[config.mk]
export PLATFORM = sky130hd
export DESIGN_NAME = gpio_bank_regs
export DESIGN_NICKNAME = d
export VERILOG_FILES = /design/src/rtl/gpio_regs_pkg.sv /design/src/rtl/gpio_addr_decode.sv /design/src/rtl/gpio_in_sync.sv /design/src/rtl/gpio_bank.sv /design/src/rtl/gpio_bank_regs.sv
export SDC_FILE = /design/constraint.sdc
export NUM_CORES = 1
export LEC_CHECK = 0
export BUFFER_PORTS_ARGS = -buffer_cell sky130_fd_sc_hd__buf_2
export CAP_MARGIN = 20
export CORE_AREA = 4 4 133 135
export CTS_CLUSTER_DIAMETER = 30
export CTS_CLUSTER_SIZE = 8
export DETAILED_ROUTE_END_ITERATION = 8
export DIE_AREA = 0 0 137 139
export GPL_TIMING_DRIVEN = 0
export PLACE_DENSITY = 0.56
export SLEW_MARGIN = 30
export SYNTH_ARGS = -nofsm -noshare
export SYNTH_HDL_FRONTEND = slang
export SYNTH_SLANG_ARGS = --single-unit
[constraint.sdc]
create_clock -name clk -period 11.5 [get_ports clk]
set_input_delay 2.3 -clock clk [delete_from_list [all_inputs] [get_ports clk]]
set_output_delay 2.3 -clock clk [all_outputs]
set_load 0.01 [all_outputs]
[src/rtl/gpio_regs_pkg.sv]
package gpio_regs_pkg;

  localparam int unsigned BUS_W = 32;
  localparam logic [BUS_W-1:0] BANK_STRIDE = 32'h8;
  localparam logic [BUS_W-1:0] HOLE_START  = 32'h90;
  localparam logic [BUS_W-1:0] HOLE_SIZE   = 32'h10;
  localparam logic [BUS_W-1:0] OFS_VALUE   = 32'h0;
  localparam logic [BUS_W-1:0] OFS_DIR     = 32'h4;

  // Base byte address of bank b, stepping over the interrupt window.
  function automatic logic [BUS_W-1:0] bank_base(input int unsigned b);
    logic [BUS_W-1:0] r;
    r = (BUS_W'(b) + 32'd1) * BANK_STRIDE;
    if (r >= HOLE_START) r = r + HOLE_SIZE;
    return r;
  endfunction

endpackage

[src/rtl/gpio_addr_decode.sv]
module gpio_addr_decode #(
  parameter int unsigned NUM_BANKS = 4
) (
  input  logic                 clk,
  input  logic                 rst_n,
  input  logic [31:0]          addr,
  output logic [NUM_BANKS-1:0] value_hit,
  output logic [NUM_BANKS-1:0] dir_hit
);
  import gpio_regs_pkg::*;

  for (genvar g = 0; g < NUM_BANKS; g++) begin : g_cmp
    localparam logic [BUS_W-1:0] BASE = bank_base(g);
    assign value_hit[g] = (addr == BASE + OFS_VALUE);
    assign dir_hit[g]   = (addr == BASE + OFS_DIR);
  end

  // at most one register is selected by any address
  assert_single_select_R1: assert property (@(posedge clk) disable iff (!rst_n)
    $onehot0({value_hit, dir_hit}));

endmodule

[src/rtl/gpio_in_sync.sv]
module gpio_in_sync #(
  parameter int unsigned WIDTH = 32
) (
  input  logic             clk,
  input  logic             rst_n,
  input  logic [WIDTH-1:0] raw_i,
  output logic [WIDTH-1:0] sync_o
);
  logic [WIDTH-1:0] meta_q, meta_d;
  logic [WIDTH-1:0] stab_q, stab_d;

  always_comb begin
    meta_d = raw_i;
    stab_d = meta_q;
  end

  always_ff @(posedge clk or negedge rst_n) begin
    if (!rst_n) begin
      meta_q <= '0;
      stab_q <= '0;
    end else begin
      meta_q <= meta_d;
      stab_q <= stab_d;
    end
  end

  assign sync_o = stab_q;

endmodule

[src/rtl/gpio_bank.sv]
module gpio_bank #(
  parameter int unsigned LINES  = 8,
  parameter int unsigned ACTIVE = 8
) (
  input  logic             clk,
  input  logic             rst_n,
  input  logic             wr_value,
  input  logic             wr_dir,
  input  logic [LINES-1:0] wdata,
  input  logic [LINES-1:0] sync_in,
  output logic [LINES-1:0] value_rd,
  output logic [LINES-1:0] dir_rd,
  output logic [LINES-1:0] out_o,
  output logic [LINES-1:0] oe_o
);
  localparam logic [LINES-1:0] MASK =
    (ACTIVE >= LINES) ? {LINES{1'b1}} : LINES'((64'd1 << ACTIVE) - 64'd1);

  logic [LINES-1:0] drv_q, drv_d;
  logic [LINES-1:0] dir_q, dir_d;
  logic             drv_en, dir_en;

  always_comb begin
    drv_en = wr_value;
    dir_en = wr_dir;
    drv_d  = wdata & MASK;
    dir_d  = wdata & MASK;
  end

  always_ff @(posedge clk or negedge rst_n) begin
    if (!rst_n) begin
      drv_q <= '0;
      dir_q <= MASK;
    end else begin
      if (drv_en) drv_q <= drv_d;
      if (dir_en) dir_q <= dir_d;
    end
  end

  assign value_rd = ((dir_q & sync_in) | (~dir_q & drv_q)) & MASK;
  assign dir_rd   = dir_q;
  assign out_o    = drv_q;
  assign oe_o     = ~dir_q & MASK;

  // a direction write shows on the output enables with inverted polarity
  assert_oe_polarity_R3: assert property (@(posedge clk) disable iff (!rst_n)
    wr_dir |=> (oe_o == (~$past(wdata) & MASK)));

  // a value write is on the pins after the accepting edge
  assert_value_write_R11: assert property (@(posedge clk) disable iff (!rst_n)
    wr_value |=> (out_o == ($past(wdata) & MASK)));

  // without a write the pin drive holds
  assert_hold_without_write_R7: assert property (@(posedge clk) disable iff (!rst_n)
    (!wr_value && !wr_dir) |=> ($stable(out_o) && $stable(oe_o)));

  // unpopulated lines never drive
  assert_unpopulated_idle_R8: assert property (@(posedge clk) disable iff (!rst_n)
    ((out_o & ~MASK) == '0) && ((value_rd & ~MASK) == '0));

endmodule

[src/rtl/gpio_bank_regs.sv]
module gpio_bank_regs #(
  parameter int unsigned LINES_PER_BANK = 8,
  parameter int unsigned NUM_PINS       = 32
) (
  input  logic                clk,
  input  logic                rst_n,
  input  logic                req_valid,
  output logic                req_ready,
  input  logic                req_write,
  input  logic [31:0]         req_addr,
  input  logic [31:0]         req_wdata,
  output logic                rsp_valid,
  output logic [31:0]         rsp_rdata,
  input  logic [NUM_PINS-1:0] pin_in,
  output logic [NUM_PINS-1:0] pin_out,
  output logic [NUM_PINS-1:0] pin_oe
);
  localparam int unsigned L         = LINES_PER_BANK;
  localparam int unsigned NUM_BANKS = (NUM_PINS + L - 1) / L;
  localparam int unsigned PAD_PINS  = NUM_BANKS * L;

  // reset: asynchronous assertion, synchronous release
  logic rst_meta_q, rst_sync_q;
  always_ff @(posedge clk or negedge rst_n) begin
    if (!rst_n) begin
      rst_meta_q <= 1'b0;
      rst_sync_q <= 1'b0;
    end else begin
      rst_meta_q <= 1'b1;
      rst_sync_q <= rst_meta_q;
    end
  end
  logic irst_n;
  assign irst_n    = rst_sync_q;
  assign req_ready = rst_sync_q;

  // request qualification
  logic rd_acc, wr_acc;
  assign rd_acc = req_valid & req_ready & ~req_write;
  assign wr_acc = req_valid & req_ready &  req_write;

  // address decode
  logic [NUM_BANKS-1:0] value_hit, dir_hit;
  gpio_addr_decode #(.NUM_BANKS(NUM_BANKS)) u_decode (
    .clk       (clk),
    .rst_n     (irst_n),
    .addr      (req_addr),
    .value_hit (value_hit),
    .dir_hit   (dir_hit)
  );
  logic hit_any;
  assign hit_any = |{value_hit, dir_hit};

  // input synchronizer
  logic [NUM_PINS-1:0] sync_in;
  gpio_in_sync #(.WIDTH(NUM_PINS)) u_sync (
    .clk    (clk),
    .rst_n  (irst_n),
    .raw_i  (pin_in),
    .sync_o (sync_in)
  );

  logic [PAD_PINS-1:0] sync_pad;
  always_comb begin
    sync_pad = '0;
    sync_pad[NUM_PINS-1:0] = sync_in;
  end

  // banks
  logic [PAD_PINS-1:0] out_pad, oe_pad;
  logic [L-1:0]        bank_value_rd [NUM_BANKS];
  logic [L-1:0]        bank_dir_rd   [NUM_BANKS];

  for (genvar g = 0; g < NUM_BANKS; g++) begin : g_bank
    localparam int unsigned ACT =
      ((NUM_PINS - g * L) >= L) ? L : (NUM_PINS - g * L);
    gpio_bank #(.LINES(L), .ACTIVE(ACT)) u_bank (
      .clk      (clk),
      .rst_n    (irst_n),
      .wr_value (wr_acc & value_hit[g]),
      .wr_dir   (wr_acc & dir_hit[g]),
      .wdata    (req_wdata[L-1:0]),
      .sync_in  (sync_pad[g*L +: L]),
      .value_rd (bank_value_rd[g]),
      .dir_rd   (bank_dir_rd[g]),
      .out_o    (out_pad[g*L +: L]),
      .oe_o     (oe_pad[g*L +: L])
    );
  end

  assign pin_out = out_pad[NUM_PINS-1:0];
  assign pin_oe  = oe_pad[NUM_PINS-1:0];

  if (PAD_PINS > NUM_PINS) begin : g_pad_unused
    logic unused_pad_bits;
    assign unused_pad_bits = ^{out_pad[PAD_PINS-1:NUM_PINS], oe_pad[PAD_PINS-1:NUM_PINS]};
  end
  if (L < 32) begin : g_wdata_unused
    logic unused_wdata_hi;
    assign unused_wdata_hi = ^req_wdata[31:L];
  end

  // read path: next state
  logic [L-1:0]  rd_sel;
  logic [31:0]   rdata_d;
  logic          rvalid_d;
  logic          rdata_en;
  always_comb begin
    rd_sel = '0;
    for (int b = 0; b < NUM_BANKS; b++) begin
      if (value_hit[b]) rd_sel = rd_sel | bank_value_rd[b];
      if (dir_hit[b])   rd_sel = rd_sel | bank_dir_rd[b];
    end
    rdata_d         = '0;
    rdata_d[L-1:0]  = rd_sel;
    rvalid_d        = rd_acc;
    rdata_en        = rd_acc;
  end

  // read path: registers
  always_ff @(posedge clk or negedge irst_n) begin
    if (!irst_n) begin
      rsp_valid <= 1'b0;
      rsp_rdata <= '0;
    end else begin
      rsp_valid <= rvalid_d;
      if (rdata_en) rsp_rdata <= rdata_d;
    end
  end

  // every accepted read gets exactly one response cycle
  assert_rsp_follows_read_R10: assert property (@(posedge clk) disable iff (!irst_n)
    rd_acc |=> rsp_valid);
  assert_no_spurious_rsp_R10: assert property (@(posedge clk) disable iff (!irst_n)
    !rd_acc |=> !rsp_valid);

  // unmapped reads return zero
  assert_unmapped_reads_zero_R7: assert property (@(posedge clk) disable iff (!irst_n)
    (rd_acc && !hit_any) |=> (rsp_rdata == 32'h0));

  // bits above the bank width never read as one
  if (L < 32) begin : g_hi_zero
    assert_high_bits_zero_R8: assert property (@(posedge clk) disable iff (!irst_n)
      rsp_valid |-> (rsp_rdata[31:L] == '0));
  end

endmodule

==> results of run 1 <==
cells in the mapped netlist, types with 2 or more instances:
cell / number
dfrtp_1: 107
mux2_2: 60
inv_1: 34
dfstp_2: 32
buf_4: 24
a31oi_1: 18
o21ai_0: 15
o21a_1: 13
nor2_1: 11
clkbuf_1: 9
o211ai_1: 9
nand2_1: 6
nand4_1: 6
o22ai_1: 6
a21oi_1: 5
a22oi_1: 5
buf_2: 5
mux2i_1: 5
nor4_1: 5
mux2_1: 4
nand3_1: 4
nor3_1: 4
nor3b_1: 4
a32oi_1: 3
nor4_4: 3
a2111oi_0: 2
a221oi_1: 2
and2_1: 2
and3_1: 2
conb_1: 2
nand3b_1: 2
nor2b_1: 2
or2_2: 2
report_power, final:
| part | internal, W | total (W) | switching [W] |
|---|---|---|---|
| clock network | 0.000347 | 0.000559 | 0.000212 |
| logic | 0.0000221 | 0.0000574 | 0.0000353 |
| registers | 0.000505 | 0.000512 | 0.00000792 |
worst register-to-register path: stages (launching register included):
cell     delay, ns
dfrtp_4       0.80
buf_16        0.31
nand3_1       0.29
nor4b_4       0.85
mux2_2        0.42
registers in the layout (all words and copies together) (netlist names):
name and count:
rsp_rdata 8, rst_meta_q 1, u_sync.sync_o 32, rsp_valid 1
req_ready 1, g_bank.u_bank.out_o 32, u_sync.meta_q 32, g_bank.u_bank.dir_rd 32
per-layer routing:
layer / vias to the layer above / track usage / share of wire
met1: 2084 / 0.237 / 0.43
met5: - / 0 / 0
li1: 1870 / - / -
met2: 193 / 0.284 / 0.47
met4: 0 / 0.0620 / 0.021
met3: 27 / 0.0526 / 0.086
cell families (layout without fill, tap and decap cells):
family          Yosys count  count (layout)
compound gates           81              81
mux                      69              69
flops                   139             139
other cells               2              25
simple gates             65              65
buf+inv                  73             254
final timing paths:
check	startpoint	end	slack [ns]	cells past startpoint
max in group asynchronous	rst_n	req_ready	9.74	1
min in group clk	u_sync.meta_q[0]	u_sync.sync_o[0]	0.35	0
min	req_ready	u_sync.meta_q[18]	0.34	0
max	req_addr[19]	g_bank[0].u_bank.out_o[0]	6.85	6
min reg2reg	req_ready	u_sync.meta_q[18]	0.34	0
max reg2reg	req_ready	g_bank[0].u_bank.out_o[0]	8.71	4
final cells by class:
type / count / area share
timing repair buffer: 149 / 0.106
clock inverter: 14 / 0.0228
multi-input combinational: 240 / 0.254
buffer: 38 / 0.0320
sequential: 139 / 0.472
inverter: 35 / 0.0176
clock buffer: 18 / 0.0588
tap: 220 / 0.0369
metrics by stage:
stage               setup slack (ns)  power [W]  hold WS (ns)  std cells  cell area [um^2]
finish                          6.85    0.00113         0.337        853              7470
global route                    6.65    0.00117         0.352        853              7470
CTS                             6.86    0.00114         0.346        853              7460
detailed placement              6.41   0.000579         0.335        821              6850
global placement                4.24   0.000575         0.332        819              6790
floorplan                       5.89   0.000545         0.331        452              5780
==> impl_results.md, run 1 <==
- Multi-input gate area: 1900 um^2
- Max Slew Vio Count: 0
- Vias in the first global route: 4493
- Fin crit share: 0.405
- Post-synthesis cell type count: 49
- Starting density of the core: 0.346
- Syn avg cell area: 13.3 um^2
- Worst EP arrival: 4.95 ns
- Wire length per cell: 19.7 um
- Adder-cell share of the synthesized area: 0
- Synth area leaders: dfrtp_1 47%, dfstp_2 15%, mux2_2 12%
- Bufs on Longest Clock Path: 2
- Overflow after GRT: 0
- Routed Antenna Nets: 0
- Most common cell after layout, fill and taps aside: buf_2
- Cell area power density: 151 nW/um^2
- Mux contribution to synthesized area: 0.135
- Number of synthesized register bits: 139
- Synth Area in Compound Gates: 0.0950
- Xor and xnor area share after synthesis: 0
- Slowest-stage cell, CP: nor4b_4
- Min-delay worst type: register to async pin
- Worst slew pin tran: 0.959 ns
- Worst path required time: 11.80 ns
- Fraction of synthesized cell area taken by the top area cell type: 0.471
- Filler cells: 1554
- Via density per instance: 4.89
- Initial antenna violation count: 0
- FF+latch area: 3520 um^2
- Clock root buffer: clkbuf_16
- CTS Hold Bufs: 0
- Synthesized instance count: 429
- Hold Vio Cnt, Final: 0
- Worst VDD drop: 0.0950 mV
- Worst path top cell family by delay: simple AND/OR/NAND/NOR gates
- Total Wirelength: 16800 um
- CP startpoint kind: primary input
- ANT cells: 0
- Clock Latency Late Sink: 0.42 ns
- Dpl hpwl: 12100 um
- Total global-route track usage: 0.180
- Status: finished, final reports clean
- Total CTS buffers: 17
- Largest net degree at the start of global routing: 52
- Max Fclk: 0.215 GHz
- GP Congestion: 0.805
- DIE AREA: 19000 um^2
- Worst Setup End Kind: register
- Setup Skew: 0.00783 ns
- Part of the Yosys area used for sequential elements: 0.618
- Fin nets: 720
- Die height: 139 um
- Buffer count from post-CTS setup fixing: 0
- Max cap viols: 0
- CTS HTree Levels: 4
- Starting DRT DRC Count: 172
- Leakage Power: 3.38 nW
- Yosys top cell by area: dfrtp_1
- Share of layout cells above drive strength 1: 0.504
- First-pass GRT wire length: 25300 um
- Top FF cell, synth: dfrtp_1
- Final-report setup violation count: 0
- CP cell instances: buf_2 > nor4_1 > nand3_1 > nor4_4 > nor4b_4 > mux2_2
- Synth Area in Simple Gates: 0.0847
- Clock Sink Count: 139
- DRC: 0
- Chip width: 137 um
- Synth Cell Area: 5690 um^2
- Period minus WS final: 4.65 ns
- Most frequent cells in the layout: 152 x buf_2, 106 x dfrtp_1, 60 x mux2_2
- PostCTS Resize Cnt: 0
- Crit Path Class: primary input to register
- Synth Warn #: 0
- # rows: 47
- Rel. slew slack: 0.358
- Port bufs: 147
- Worst Path Buf+Inv: 1
- Area delta synth->final: 31.2%
- Ys async rst share: 1.00
- Clk pin slew, worst setup/hold paths: 0.06 ns
- RSZ-0062 raised after global routing: no
- Crit-path max cell delay: 0.88 ns
- I/O Pins: 198
- Total vias in the final route: 4174
- Setup_tns: 0 ns
- CP max FO: 8
- Largest family of logic cells by synthesized area: multiplexers
- Drt pass-1 iters: 4
- Placeable Area: 16500 um^2
- Final core utilization: 0.453
- CTS tree: yes
- Post-synth EDFFs: 0
Power figures use the tool's default switching activity.
==> inputs of run 2 (changes only) <==
clock period = 4.9 ns   (was 11.5 ns; I/O delays follow)
==> impl_results.md, run 2 (same netlist as run 1, synthesis figures left out) <==
- Area delta synth->final: 29.9%
- Most frequent cells in the layout: 152 x buf_2, 106 x dfrtp_1, 60 x mux2_2
- Bufs on Longest Clock Path: 2
- Max cap viols: 0
- Fin crit share: 0.688
- DIE AREA: 19000 um^2
- Via density per instance: 4.76
- GP Congestion: 0.777
- Starting DRT DRC Count: 204
- First-pass GRT wire length: 24800 um
- Hold Vio Cnt, Final: 0
- Total CTS buffers: 17
- Worst path required time: 5.20 ns
- Routed Antenna Nets: 0
- Overflow after GRT: 0
- Drt pass-1 iters: 4
- Worst Setup End Kind: register
- Final-report setup violation count: 0
- Cell area power density: 334 nW/um^2
- Starting density of the core: 0.346
- Worst slew pin tran: 0.989 ns
- Fin nets: 721
- Wire length per cell: 19.1 um
- Place WS: 1.12 ns
- Vias in the first global route: 4360
- Max Fclk: 0.296 GHz
- Total global-route track usage: 0.175
- CTS Hold Bufs: 0
- ANT cells: 0
- Min-delay worst type: register to async pin
- PostCTS Resize Cnt: 0
- Share of layout cells above drive strength 1: 0.503
- Cell count after placement: 822
- Final WS setup: 1.53 ns
- DRC: 0
- Worst hold slack: 0.248 ns
- Initial antenna violation count: 0
- CTS tree: yes
- Worst VDD drop: 0.263 mV
- RSZ-0062 raised after global routing: no
- Clock Latency Late Sink: 0.42 ns
- Leakage Power: 3.35 nW
- Setup Skew: 0.00743 ns
- CP max FO: 8
- Fin area: 7390 um^2
- Port bufs: 147
- Placeable Area: 16500 um^2
- Total vias in the final route: 4067
- Total Wirelength: 16300 um
- Clock Sink Count: 139
- Buffer count from post-CTS setup fixing: 0
- Clock root buffer: clkbuf_16
- Worst EP arrival: 3.67 ns
- Chip width: 137 um
- Crit Path Class: primary input to register
- Rel. slew slack: 0.338
- CP startpoint kind: primary input
- Period minus WS final: 3.37 ns
- Dpl hpwl: 11900 um
- Placed inst area: 6860 um^2
- Most common cell after layout, fill and taps aside: buf_2
- Max Slew Vio Count: 0
- Clk pin slew, worst setup/hold paths: 0.06 ns
- Status: finished, final reports clean
- Largest net degree at the start of global routing: 53
- Fin cells: 854
- # rows: 47
- Die height: 139 um
- I/O Pins: 198
- CTS HTree Levels: 4
- Setup_tns: 0 ns
-- run 2: stage by stage --
| step | utilization | total power, W |
|---|---|---|
| final | 0.449 | 0.00247 |
| after global routing | 0.449 | 0.00257 |
| after CTS | 0.449 | 0.00250 |
| after detailed placement | 0.417 | 0.00136 |
| after global placement | 0.412 | 0.00135 |
| after floorplan | - | 0.00128 |
-- run 2: path summary, 6_finish.rpt --
path                                         endpoint  cells past startpoint         startpoint  slack (ns)
hold / removal                       u_sync.meta_q[2]                      0          req_ready        0.25
hold reg to reg                      u_sync.meta_q[2]                      0          req_ready        0.25
min in group clk                    u_sync.sync_o[30]                      0  u_sync.meta_q[30]        0.34
setup / recovery            g_bank[0].u_bank.out_o[3]                      6       req_addr[19]        1.53
max in group asynchronous  g_bank[1].u_bank.dir_rd[7]                      2          req_ready        3.85
setup reg to reg            g_bank[0].u_bank.out_o[3]                      4          req_ready        2.33
-- run 2: routing by layer --
layer  wire length [um]  vias to the layer above  GRT usage  part of all wire
met3               1460                       20     0.0464             0.089
met2               7670                      177      0.272              0.47
met4                289                        0     0.0678             0.018
met1               6920                     1995      0.233              0.42
met5                  0                        -          0                 0
li1                   -                     1875          -                 -
-- run 2: power by group --
group / leakage, nW / internal (W) / switching, W
registers: 1.66 / 0.00118 / 0.0000153
clock network: 0.251 / 0.000643 / 0.000490
logic: 1.44 / 0.0000528 / 0.0000855
total: 3.35 / 0.00188 / 0.000591
-- run 2: layout make-up --
| class | count | area, um^2 |
|---|---|---|
| Timing Repair Buffer | 150 | 803 |
| Fill cell | 1565 | 9070 |
| Buffer | 38 | 239 |
| Tap cell | 220 | 275 |
| Clock inverter | 15 | 103 |
| Inverter | 35 | 131 |
| Multi-Input combinational cell | 240 | 1890 |
| Clock buffer | 17 | 425 |
| Sequential cell | 139 | 3520 |
-- run 2: worst max-delay path: stages --
cell	delay, ns
buf_2	0.10
nor4_1	0.26
nand3_1	0.35
nor4_4	0.65
nor4b_4	0.91
mux2_2	0.42
==> inputs of run 3 (changes only) <==
PLACE_DENSITY = 0.58   (was 0.56)
clock period = 3 ns   (was 4.9 ns; I/O delays follow)
==> impl_results.md, run 3 (same netlist as run 1, synthesis figures left out) <==
- Leakage Power: 3.46 nW
- Worst EP arrival: 3.15 ns
- DRC: 0
- CP max FO: 8
- Worst path required time: 3.33 ns
- Crit-path max cell delay: 0.72 ns
- Total vias in the final route: 4102
- Starting density of the core: 0.346
- CP startpoint kind: primary input
- Port bufs: 147
- Initial antenna violation count: 0
- Chip width: 137 um
- Routed Antenna Nets: 0
- Overflow after GRT: 0
- Final-report setup violation count: 0
- CP cell instances: buf_2 > nor4_1 > nand3_1 > nor4_4 > nor3b_4 > mux2_2
- Crit Path Class: primary input to register
- Worst slew pin tran: 0.854 ns
- Max cap viols: 0
- Clock share of power: 0.525
- RSZ-0062 raised after global routing: no
- Most common cell after layout, fill and taps aside: buf_2
- Hold Vio Cnt, Final: 0
- Dpl hpwl: 12000 um
- Worst VDD drop: 0.403 mV
- Cell area power density: 606 nW/um^2
- Vias in the first global route: 4350
- CTS HTree Levels: 4
- Slowest-stage cell, CP: nor3b_4
- Status: finished, final reports clean
- First-pass GRT wire length: 25200 um
- Worst reg2reg endpoint: g_bank[2].u_bank.out_o[5]
- R2r worst-path depth: 6
- Total CTS buffers: 17
- DIE AREA: 19000 um^2
- Drt pass-1 iters: 4
- ANT cells: 0
- Gate power share: 0.050
- Reg2Reg Setup Slack: 0.62 ns
- Share of layout cells above drive strength 1: 0.505
- Internal Pwr Total: 0.00363 W
- Worst setup path endpoint: g_bank[0].u_bank.dir_rd[3]
- Tot Pwr: 0.00460 W
- # rows: 47
- Worst Setup End Kind: register
- Switch share: 0.210
- Rel. slew slack: 0.428
- Place WS: -0.390 ns
- Final WS setup: 0.188 ns
- Starting DRT DRC Count: 232
- Setup Skew: 0.00882 ns
- Worst setup startpoint: req_addr[9]
- Clk pin slew, worst setup/hold paths: 0.06 ns
- I/O Pins: 198
- Largest net degree at the start of global routing: 50
- Clock Latency Late Sink: 0.41 ns
- Max Slew Vio Count: 0
- Area delta synth->final: 33.5%
- Die height: 139 um
- CTS tree: yes
- GP Congestion: 0.811
- Bufs on Longest Clock Path: 2
- PostCTS Resize Cnt: 0
- Most frequent cells in the layout: 152 x buf_2, 106 x dfrtp_1, 60 x mux2_2
- Via density per instance: 4.79
- Placeable Area: 16500 um^2
- Clock Sink Count: 139
- Wire length per cell: 19.5 um
- Fin crit share: 0.937
- Min-delay worst type: register to async pin
- Total Wirelength: 16700 um
- Period minus WS final: 2.81 ns
- Filler cells: 1544
- FF-to-FF Start: req_ready
- Total global-route track usage: 0.178
- Reg power frac: 0.425
- Setup_tns: 0 ns
- Max Fclk: 0.356 GHz
- Sw power: 0.000968 W
- Fin nets: 724
- Clock root buffer: clkbuf_16
-- run 3: cell type report --
type | count | area, um^2 | area share
repair buffers | 153 | 836 | 0.110
plain buffers | 38 | 239 | 0.0315
multi-input cells | 240 | 1900 | 0.250
clock inverters | 13 | 238 | 0.0313
flip-flops and latches | 139 | 3520 | 0.464
inverters | 35 | 131 | 0.0173
well taps | 220 | 275 | 0.0363
clock buffers | 19 | 453 | 0.0597
-- run 3: worst max-delay path, delay by kind of cell --
| kind | cells | cell delay [ns] |
|---|---|---|
| buf+inv | 1 | 0.09 |
| mux | 1 | 0.41 |
| simple gates | 4 | 2.03 |
-- run 3: power groups by stage --
stage	registers [W]	clock network, W	logic, W
global placement	0.00202	0	0.000183
floorplan	0.00201	0	0.0000777
detailed placement	0.00199	0	0.000232
global route	0.00196	0.00255	0.000255
finish	0.00196	0.00241	0.000230
CTS	0.00196	0.00246	0.000233
-- run 3: what timing repair did --
item / 4_1_cts / 5_1_grt
hold buffers: 1 / 0
hold endpoints to repair: 2 / 0
buffers inserted: 0 / 2
setup endpoints to repair: 0 / 8
-- run 3: metrics by stage --
stage	instances	utilization	hold slack [ns]	cell area, um^2
floorplan	452	-	0.304	5780
global placement	819	0.412	0.333	6790
detailed placement	822	0.417	0.191	6870
CTS	855	0.460	0.197	7570
global route	857	0.461	0.205	7590
finish	857	0.461	0.189	7590
-- run 3: worst min path at each step --
stage / to / slack, ns
3_5_place_dp: u_sync.meta_q[2] / 0.19
5_1_grt: g_bank[2].u_bank.out_o[5] / 0.21
3_3_place_gp: u_sync.sync_o[1] / 0.33
4_1_cts: u_sync.meta_q[2] / 0.20
6_report: u_sync.meta_q[2] / 0.19
2_1_floorplan: rst_meta_q / 0.30
-- run 3: per-layer routing --
metal / routed length [um] / GRT usage
met5: 0 / 0
met2: 7550 / 0.267
met3: 1510 / 0.0526
met1: 7220 / 0.244
met4: 386 / 0.0662
